<file path="src/rtl/dma_stream_pkg.sv">
package dma_stream_pkg;

  localparam int WORD_W     = 32;
  localparam int WORD_BYTES = WORD_W / 8;

  typedef enum logic [1:0] {
    S_IDLE  = 2'd0,
    S_FETCH = 2'd1,
    S_SEND  = 2'd2,
    S_DONE  = 2'd3
  } eng_state_e;

  typedef enum logic [1:0] {
    EV_CFG   = 2'd0,
    EV_START = 2'd1,
    EV_BEAT  = 2'd2,
    EV_DONE  = 2'd3
  } evt_kind_e;

  localparam logic [1:0] SEL_SRC  = 2'd0;
  localparam logic [1:0] SEL_LEN  = 2'd1;
  localparam logic [1:0] SEL_CTRL = 2'd2;
  localparam logic [1:0] SEL_DCNT = 2'd3;

endpackage

</file>
<file path="src/rtl/dma_regs.sv">
module dma_regs
  import dma_stream_pkg::*;
#(
  parameter int ADDR_W = 32,
  parameter int LEN_W  = 16,
  parameter int DONE_W = 16,
  parameter int REG_AW = 4
) (
  input  logic              clk,
  input  logic              rst,
  input  logic              wr_en,
  input  logic              rd_en,
  input  logic [REG_AW-1:0] addr,
  input  logic [WORD_W-1:0] wdata,
  input  logic              busy,
  input  logic [DONE_W-1:0] done_count,
  output logic [WORD_W-1:0] rdata,
  output logic [ADDR_W-1:0] src_q,
  output logic [LEN_W-1:0]  len_q,
  output logic              start,
  output logic              cfg_wr,
  output logic [REG_AW-1:0] cfg_off,
  output logic [WORD_W-1:0] cfg_data
);

  logic [1:0] sel;
  logic       accept;

  assign sel      = addr[3:2];
  assign accept   = wr_en && !busy;
  assign start    = accept && (sel == SEL_CTRL) && wdata[0];
  assign cfg_wr   = accept && !start && (sel != SEL_DCNT);
  assign cfg_off  = addr;
  assign cfg_data = wdata;

  always_ff @(posedge clk) begin
    if (rst) begin
      src_q <= '0;
      len_q <= '0;
    end else if (accept) begin
      if (sel == SEL_SRC) src_q <= wdata[ADDR_W-1:0];
      if (sel == SEL_LEN) len_q <= wdata[LEN_W-1:0];
    end
  end

  always_ff @(posedge clk) begin
    if (rst) begin
      rdata <= '0;
    end else if (rd_en) begin
      case (sel)
        SEL_SRC:  rdata <= WORD_W'(src_q);
        SEL_LEN:  rdata <= WORD_W'(len_q);
        SEL_CTRL: rdata <= WORD_W'(busy);
        default:  rdata <= WORD_W'(done_count);
      endcase
    end
  end

endmodule

</file>
<file path="src/rtl/dma_done_ctr.sv">
module dma_done_ctr #(
  parameter int DONE_W = 16
) (
  input  logic              clk,
  input  logic              rst,
  input  logic              inc,
  output logic [DONE_W-1:0] count
);

  localparam logic [DONE_W-1:0] CNT_MAX = '1;

  always_ff @(posedge clk) begin
    if (rst) begin
      count <= '0;
    end else if (inc && (count != CNT_MAX)) begin
      count <= count + DONE_W'(1);
    end
  end

endmodule

</file>
<file path="src/rtl/dma_engine.sv">
module dma_engine
  import dma_stream_pkg::*;
#(
  parameter int ADDR_W = 32,
  parameter int LEN_W  = 16,
  parameter int DONE_W = 16,
  parameter int REG_AW = 4
) (
  input  logic              clk,
  input  logic              rst,
  input  logic              start,
  input  logic [ADDR_W-1:0] src_q,
  input  logic [LEN_W-1:0]  len_q,
  input  logic              cfg_wr,
  input  logic [REG_AW-1:0] cfg_off,
  input  logic [WORD_W-1:0] cfg_data,
  input  logic              mem_rvalid,
  input  logic [WORD_W-1:0] mem_rdata,
  input  logic              st_ready,
  output logic              busy,
  output logic              mem_req,
  output logic [ADDR_W-1:0] mem_addr,
  output logic              st_valid,
  output logic [WORD_W-1:0] st_data,
  output logic              st_last,
  output logic              irq_done,
  output logic [DONE_W-1:0] done_count,
  output logic              evt_valid,
  output logic [1:0]        evt_kind,
  output logic [ADDR_W-1:0] evt_addr,
  output logic [WORD_W-1:0] evt_info
);

  localparam logic [ADDR_W-1:0] STEP = ADDR_W'(WORD_BYTES);
  localparam logic [LEN_W-1:0]  ONE  = LEN_W'(1);

  eng_state_e        state;
  logic [ADDR_W-1:0] cur_addr;
  logic [LEN_W-1:0]  remain;
  logic              fin_beat;

  assign mem_addr = cur_addr;
  assign fin_beat = (remain == ONE);

  always_ff @(posedge clk) begin
    if (rst) begin
      state     <= S_IDLE;
      cur_addr  <= '0;
      remain    <= '0;
      busy      <= 1'b0;
      mem_req   <= 1'b0;
      st_valid  <= 1'b0;
      st_data   <= '0;
      st_last   <= 1'b0;
      irq_done  <= 1'b0;
      evt_valid <= 1'b0;
      evt_kind  <= EV_CFG;
      evt_addr  <= '0;
      evt_info  <= '0;
    end else begin
      mem_req   <= 1'b0;
      irq_done  <= 1'b0;
      evt_valid <= 1'b0;
      case (state)
        S_IDLE: begin
          if (start) begin
            cur_addr  <= src_q;
            remain    <= len_q;
            busy      <= 1'b1;
            evt_valid <= 1'b1;
            evt_kind  <= EV_START;
            evt_addr  <= src_q;
            evt_info  <= WORD_W'(len_q);
            if (len_q == '0) begin
              state <= S_DONE;
            end else begin
              state   <= S_FETCH;
              mem_req <= 1'b1;
            end
          end else if (cfg_wr) begin
            evt_valid <= 1'b1;
            evt_kind  <= EV_CFG;
            evt_addr  <= ADDR_W'(cfg_off);
            evt_info  <= cfg_data;
          end
        end
        S_FETCH: begin
          if (mem_rvalid) begin
            st_valid <= 1'b1;
            st_data  <= mem_rdata;
            st_last  <= fin_beat;
            state    <= S_SEND;
          end
        end
        S_SEND: begin
          if (st_ready) begin
            st_valid  <= 1'b0;
            st_last   <= 1'b0;
            evt_valid <= 1'b1;
            evt_kind  <= EV_BEAT;
            evt_addr  <= cur_addr;
            evt_info  <= WORD_W'(remain - ONE);
            cur_addr  <= cur_addr + STEP;
            remain    <= remain - ONE;
            if (fin_beat) begin
              state <= S_DONE;
            end else begin
              state   <= S_FETCH;
              mem_req <= 1'b1;
            end
          end
        end
        default: begin
          irq_done  <= 1'b1;
          busy      <= 1'b0;
          evt_valid <= 1'b1;
          evt_kind  <= EV_DONE;
          evt_addr  <= cur_addr;
          evt_info  <= '0;
          state     <= S_IDLE;
        end
      endcase
    end
  end

  dma_done_ctr #(.DONE_W(DONE_W)) u_ctr (
    .clk   (clk),
    .rst   (rst),
    .inc   (state == S_DONE),
    .count (done_count)
  );

endmodule

</file>
<file path="src/rtl/dma_stream_ch.sv">
module dma_stream_ch
  import dma_stream_pkg::*;
#(
  parameter int ADDR_W = 32,
  parameter int LEN_W  = 16,
  parameter int DONE_W = 16,
  parameter int REG_AW = 4
) (
  input  logic              clk,
  input  logic              rst,
  input  logic              reg_wr_en,
  input  logic              reg_rd_en,
  input  logic [REG_AW-1:0] reg_addr,
  input  logic [31:0]       reg_wdata,
  output logic [31:0]       reg_rdata,
  output logic              mem_req,
  output logic [ADDR_W-1:0] mem_addr,
  input  logic              mem_rvalid,
  input  logic [31:0]       mem_rdata,
  output logic              st_valid,
  output logic [31:0]       st_data,
  output logic              st_last,
  input  logic              st_ready,
  output logic              irq_done,
  output logic [DONE_W-1:0] done_count,
  output logic              evt_valid,
  output logic [1:0]        evt_kind,
  output logic [ADDR_W-1:0] evt_addr,
  output logic [31:0]       evt_info
);

  logic              busy;
  logic [ADDR_W-1:0] src_q;
  logic [LEN_W-1:0]  len_q;
  logic              start;
  logic              cfg_wr;
  logic [REG_AW-1:0] cfg_off;
  logic [31:0]       cfg_data;

  dma_regs #(
    .ADDR_W(ADDR_W), .LEN_W(LEN_W), .DONE_W(DONE_W), .REG_AW(REG_AW)
  ) u_regs (
    .clk        (clk),
    .rst        (rst),
    .wr_en      (reg_wr_en),
    .rd_en      (reg_rd_en),
    .addr       (reg_addr),
    .wdata      (reg_wdata),
    .busy       (busy),
    .done_count (done_count),
    .rdata      (reg_rdata),
    .src_q      (src_q),
    .len_q      (len_q),
    .start      (start),
    .cfg_wr     (cfg_wr),
    .cfg_off    (cfg_off),
    .cfg_data   (cfg_data)
  );

  dma_engine #(
    .ADDR_W(ADDR_W), .LEN_W(LEN_W), .DONE_W(DONE_W), .REG_AW(REG_AW)
  ) u_eng (
    .clk        (clk),
    .rst        (rst),
    .start      (start),
    .src_q      (src_q),
    .len_q      (len_q),
    .cfg_wr     (cfg_wr),
    .cfg_off    (cfg_off),
    .cfg_data   (cfg_data),
    .mem_rvalid (mem_rvalid),
    .mem_rdata  (mem_rdata),
    .st_ready   (st_ready),
    .busy       (busy),
    .mem_req    (mem_req),
    .mem_addr   (mem_addr),
    .st_valid   (st_valid),
    .st_data    (st_data),
    .st_last    (st_last),
    .irq_done   (irq_done),
    .done_count (done_count),
    .evt_valid  (evt_valid),
    .evt_kind   (evt_kind),
    .evt_addr   (evt_addr),
    .evt_info   (evt_info)
  );

endmodule

</file>
<file path="config.mk">
export PLATFORM = sky130hd
export DESIGN_NAME = dma_stream_ch
export DESIGN_NICKNAME = d
export VERILOG_FILES = /design/src/rtl/dma_stream_pkg.sv /design/src/rtl/dma_regs.sv /design/src/rtl/dma_done_ctr.sv /design/src/rtl/dma_engine.sv /design/src/rtl/dma_stream_ch.sv
export SDC_FILE = /design/constraint.sdc
export NUM_CORES = 1
export LEC_CHECK = 0
export BUFFER_PORTS_ARGS = -buffer_cell sky130_fd_sc_hd__buf_2
export CORE_MARGIN = 5
export CORE_UTILIZATION = 54
export DETAILED_ROUTE_END_ITERATION = 6
export HOLD_SLACK_MARGIN = 0.02
export PLACE_DENSITY = 0.91
export SETUP_SLACK_MARGIN = 0.02
export SKIP_CTS_REPAIR_TIMING = 1
export SLEW_MARGIN = 25
export SYNTH_ARGS = -nofsm -noshare
export SYNTH_HDL_FRONTEND = slang
export SYNTH_SLANG_ARGS = --single-unit
</file>
<file path="constraint.sdc">
create_clock -name clk -period 5.87 [get_ports clk]
set_input_delay 0.8805 -clock clk [delete_from_list [all_inputs] [get_ports clk]]
set_output_delay 0.8805 -clock clk [all_outputs]
set_load 0.02 [all_outputs]
</file>
== Word level (Yosys, flattened, before mapping) ==
Index checks and enable logic that the tools add are counted.

* Reductions and logical operators: 23
* Multiplexer cells: 42
* Equality and inequality tests: 12
* $mul: 0
* Shift-type cells: 0
* Div/mod/pow operators: 0
* Bitwise logic cells: 2
* Order comparisons: 0
* Add/subtract/negate cells: 4

{| class="wikitable"
|+ Operators with widths
! cell !! count
|-
| 32-bit one-hot mux with 3 select lines || 3
|-
| 32-bit two-way mux || 8
|-
| 32-bit one-hot mux with 2 select lines || 1
|-
| 32-bit by 3-bit adder with 32-bit output (second input constant) || 1
|-
| 16-bit two-way mux || 2
|-
| 16-bit one-hot mux with 2 select lines || 1
|-
| 16-bit by 1-bit subtractor with 17-bit output (second input constant) || 1
|-
| 16-bit by 1-bit adder with 16-bit output (second input constant) || 1
|-
| 16-bit by 1-bit equality test with 1-bit output (second input constant) || 1
|-
| 16-bit zero test || 1
|-
| 2-bit two-way mux || 8
|-
| 16-bit inequality test (second input constant) || 1
|-
| 16-bit by 1-bit subtractor with 16-bit output (second input constant) || 1
|-
| 1-bit two-way mux || 12
|-
| 2-bit one-hot mux with 3 select lines || 2
|-
| 3-bit AND reduction || 4
|-
| 2-bit inequality test (second input constant) || 4
|-
| 1-bit one-hot mux with 2 select lines || 4
|-
| 2-bit AND reduction || 4
|-
| 2-bit equality test (second input constant) || 3
|-
| 1-bit logical AND || 6
|-
| 2-bit by 1-bit equality test with 1-bit output (second input constant) || 2
|-
| 2-bit zero test || 2
|-
| 2-bit nonzero test || 2
|-
| 6 further kinds || 8
|}

* Bits in registers: 250
* Memory bits (writable): 0
* Memories kept: 0
* Word-level logic and storage cells: 100
* ROM bits: 0
* Output and inout bits: 183
* Bits in latches: 0

== Longest topological paths before layout ==
* Depth after elaboration: 10
* Mapped depth: 10
* Gate-level depth less buffers: 7

== By module ==
Synthesis repeated with hierarchy kept, for this count alone.

* Cell total of the unflattened synthesis: 1490
* Area, all modules: 11999.0 um^2

{| class="wikitable"
|+ By module, submodules not included
! module !! cells each !! instances !! area an instance (um^2)
|-
| dma_engine || 963 || 1 || 7629.8
|-
| dma_regs || 428 || 1 || 3520.9
|-
| dma_done_ctr || 99 || 1 || 848.3
|}

== Least setup slack after synthesis ==
No wires, ideal clock.

* Kind: input -> register
* Start: in reg_addr[3]
* End: reg u_eng.evt_info[8]
* Slack: 3.443 ns
* Arrival time: 2.304 ns
* Buffers on the path: 3
* Library setup time: 0.123 ns
* Cell stages on the path: 8
* Cell sequence: buf_2 -> and4bb_1 -> buf_2 -> nand2_4 -> buf_4 -> mux2_2 -> a221oi_1 -> nor2_1

* Cells in the longest elaborated chain, start to end: 8
* Elaborated cells between the ends (all ways): 11
* Classes of those cells: eq/ne (3); mux (2); reduce/logical (6)

{| class="wikitable"
|+ Ends and longest elaborated chain
! element !! line !! RTL
|-
| start: declaration || dma_stream_ch.sv:13 || <nowiki>input logic [REG_AW-1:0] reg_addr,</nowiki>
|-
| 2-bit equality test || dma_regs.sv:31 || <nowiki>assign start = accept && (sel == SEL_CTRL) && wdata[0];</nowiki>
|-
| 1-bit logical AND (2 in series) || dma_regs.sv:31 ||
|-
| 1-bit zero test || dma_regs.sv:32 || <nowiki>assign cfg_wr = accept && !start && (sel != SEL_DCNT);</nowiki>
|-
| 1-bit logical AND (2 in series) || dma_regs.sv:32 ||
|-
| 3-bit inequality test (no source line) || - ||
|-
| 3-bit AND reduction (no source line) || - ||
|-
| end signal: assignment || dma_engine.sv:73 || <nowiki>evt_info <= WORD_W'(len_q);</nowiki>
|-
| end signal: assignment || dma_engine.sv:84 || <nowiki>evt_info <= cfg_data;</nowiki>
|-
| end signal: assignment || dma_engine.sv:102 || <nowiki>evt_info <= WORD_W'(remain - ONE);</nowiki>
|-
| end: declaration || dma_engine.sv:31 || <nowiki>output logic [WORD_W-1:0] evt_info</nowiki>
|}

Parallel ways exist; a longest one is shown, timed or not.
A chain may end at the register's enable or synchronous reset.

== Worst setup path in the final report ==
* Start: in reg_addr[3]
* End: reg u_eng.cur_addr[4] (netlist: u_eng.mem_addr[4])

* Cells in the longest elaborated chain, start to end: 5

{| class="wikitable"
|+ Ends and longest elaborated chain
! element !! line !! RTL
|-
| 2-bit equality test || dma_regs.sv:31 ||
|-
| 1-bit logical AND (2 in series) || dma_regs.sv:31 ||
|-
| 2-bit inequality test (no source line) || - ||
|-
| 3-bit AND reduction (no source line) || - ||
|-
| end signal: assignment || dma_engine.sv:67 || <nowiki>cur_addr <= src_q;</nowiki>
|-
| end signal: assignment || dma_engine.sv:103 || <nowiki>cur_addr <= cur_addr + STEP;</nowiki>
|-
| end: declaration || dma_engine.sv:38 || <nowiki>logic [ADDR_W-1:0] cur_addr;</nowiki>
|}

Every way passes these cells.

==> flow_metrics.tcl <==
set metrics [dict create \
    final-setup-viol-count 0 \
    min_period_ns 3.07 \
    critical_path.max_fanout 27 \
    synth_top_area_share_pct 43.5 \
    drtAntennaViolNets 0 \
    rows 53 \
    hold_ws_ns 0.449 \
    die_w_um 156 \
    drive_above_1_share_pct 23.2 \
    die-area_um2 24300 \
    slew_viol_final 0 \
    finalHoldViolCount 0 \
    drt_first_pass_iters 6 \
    grt_usage_pct 28.9 \
    cts_sinks 250 \
    grt_setup_unrepaired "false" \
    start_util_pct 54.7 \
    synth_area_leaders "dfxtp_1 (43%), nand2_1 (7.2%), a21oi_1 (7.1%)" \
    r2r_cells 8 \
    final_nets 1667 \
    cts_buffers 26 \
    synth_cells 1404 \
    synth_area_per_cell_um2 8.20 \
    async_flop_share_pct 0 \
    cp.arrival_ns 3.44 \
    clk_path_buf_depth 3 \
    grt_max_degree 137 \
    powerDensity_nw_per_um2 460 \
    synth_top_area_cell "dfxtp_1" \
    fillers 1698 \
    area_growth_pct 19.1 \
    ir_drop_mv 0.352 \
    endpoint_kind "register" \
    fp.dieH_um 156 \
    grt_pass1_vias 11100 \
    gp_congestion 0.937 \
    grt_overflow 0 \
    insertion_delay_ns 0.52 \
    num_antenna_cells 0 \
    wirelength_um 37300 \
    vias_per_cell 6.31 \
    worstMarginPinSlew_ns 1.03 \
    holdPathStages 2 \
    max-cap-violations 0 \
    cts.clk_slew.worst_paths_ns 0.06 \
    drcViolationCount 0 \
    p_leak_uw 0.00542 \
    synth.distinct_cells 73 \
    yosysSeqAreaShare_pct 43.5 \
    cts_tree "done" \
    slew_headroom_pct 31.3 \
    cts-root-buf "clkbuf_16" \
    num_vias 11800 \
    drt_iter0_drc 1381 \
    dpl.hpwl_um 25400 \
    yosysWarnings 0 \
    port_buffers 256 \
    synth_nets 1487 \
    antenna_found_initial 0 \
    finalSetupTns_ns 0 \
    skew_ns 0.00689 \
    ys_ff_latch 250 \
    grt_pass1_wl_um 58400 \
    wl_per_cell_um 19.9 \
    netlist_area_um2 11500 \
    synth-edff-count 0 \
    critPathKind "primary input to register" \
    period_share_pct 52.4 \
    ioPinCount 257 \
    outcome "finished clean" \
    cp.required_ns 6.24 \
    yosys-top-cells-count "dfxtp_1 (250), nand2_1 (222), a21oi_1 (163)" \
    ys.flop_type "dfxtp_1" \
    htree_levels 1 \
    min_path_type "register to register" \
    startpoint_type "primary input" \
    yosysMostFrequentCell "dfxtp_1" \
    core_um2 21000 \
    clock.fmax_mhz 325 \
]
[flip-flops by register name, indices dropped and copies added (netlist names), 2 cells and up]
signal	flops
u_eng.evt_addr	32
u_eng.evt_info	32
u_eng.mem_addr	32
u_eng.st_data	32
u_regs.rdata	32
u_regs.src_q	32
u_eng.remain	16
u_eng.u_ctr.count	16
u_regs.len_q	16
u_eng.evt_kind	2
u_eng.state	2
[where the power goes]
group,switching [uW],total (uW),internal (uW)
registers,196,2180,1990
clock network,681,1760,1080
logic,1610,2360,753
total,2490,6300,3820
[final timing paths]
kind | from | to | slack, ns
worst min register to register | u_eng.st_data[10]$_SDFFE_PP0P_ | u_eng.st_data[10]$_SDFFE_PP0P_ | 0.45
worst min-delay path | u_eng.st_data[10]$_SDFFE_PP0P_ | u_eng.st_data[10]$_SDFFE_PP0P_ | 0.45
worst max-delay path | reg_addr[3] | u_eng.mem_addr[4]$_SDFFE_PP0P_ | 2.80
worst max register to register | u_eng.state[0]$_SDFFE_PP0P_ | u_eng.mem_addr[4]$_SDFFE_PP0P_ | 2.84
[worst max-delay path: stages]
cell      delay, ns
buf_2          0.45
and4bb_1       0.48
a41o_1         0.83
buf_4          0.39
o21ai_0        0.13
a22oi_1        0.19
nor2_1         0.07
[per-stage QoR]
stage	total power [uW]	instances	cell area (um2)	util [%]	setup WS, ns
floorplan	3800	1404	11500	-	3.44
global placement	4450	1831	12800	60.8	2.45
detailed placement	4520	1831	12800	60.8	2.34
CTS	6270	1877	13700	65.2	2.87
global route	6610	1877	13700	65.2	2.62
finish	6300	1877	13700	65.2	2.80
[layout by cell type (no fill, tap or decap), types with 7 or more instances in the layout]
cell type	instances
a211oi_1	27
a21oi_1	163
a221oi_1	42
a22oi_1	25
buf_2	254
buf_4	15
clkbuf_16	27
dfxtp_1	250
ha_1	8
inv_1	18
mux2_2	27
mux2i_1	14
nand2_1	221
nand2b_1	23
nand3_1	41
nand4_1	11
nor2_1	113
nor2b_1	10
nor3_1	55
nor4_1	18
o21ai_0	48
o22ai_1	8
o2bb2ai_1	18
or3_1	10
xnor2_1	17
xor2_1	7
[area by class of cell]
cell class                 instances  area [um2]  share of cell area [%]
inverter                          20        75.1                   0.548
sequential                       250        5000                    36.5
tap                              275         344                    2.51
clock buffer                      38         767                    5.60
multi-input combinational       1016        5970                    43.6
timing repair buffer             270        1400                    10.2
clock inverter                     8         146                    1.07
[kinds of logic after synthesis]
logic type               count (synthesis)  synth area share, %
AO/OA/AOI/OAI                          390                 22.1
XOR/XNOR                                24                 1.83
adder cells (fa/ha/maj)                  9                0.979
buffers and inverters                  138                 4.96
flip-flops                             250                 43.5
multiplexers                            42                 4.06
AND/OR/NAND/NOR                        551                 22.6
[metal layers]
| metal | vias to the layer above | GRT usage [%] | part of all wire (%) |
|---|---|---|---|
| met5 | - | 0 | 0 |
| met4 | 0 | 12.6 | 4.5 |
| met3 | 134 | 7.79 | 12 |
| met2 | 781 | 45.8 | 45 |
| met1 | 5511 | 37.1 | 39 |
| li1 | 5410 | - | - |
No activity file was read; power rests on OpenSTA's default activity.
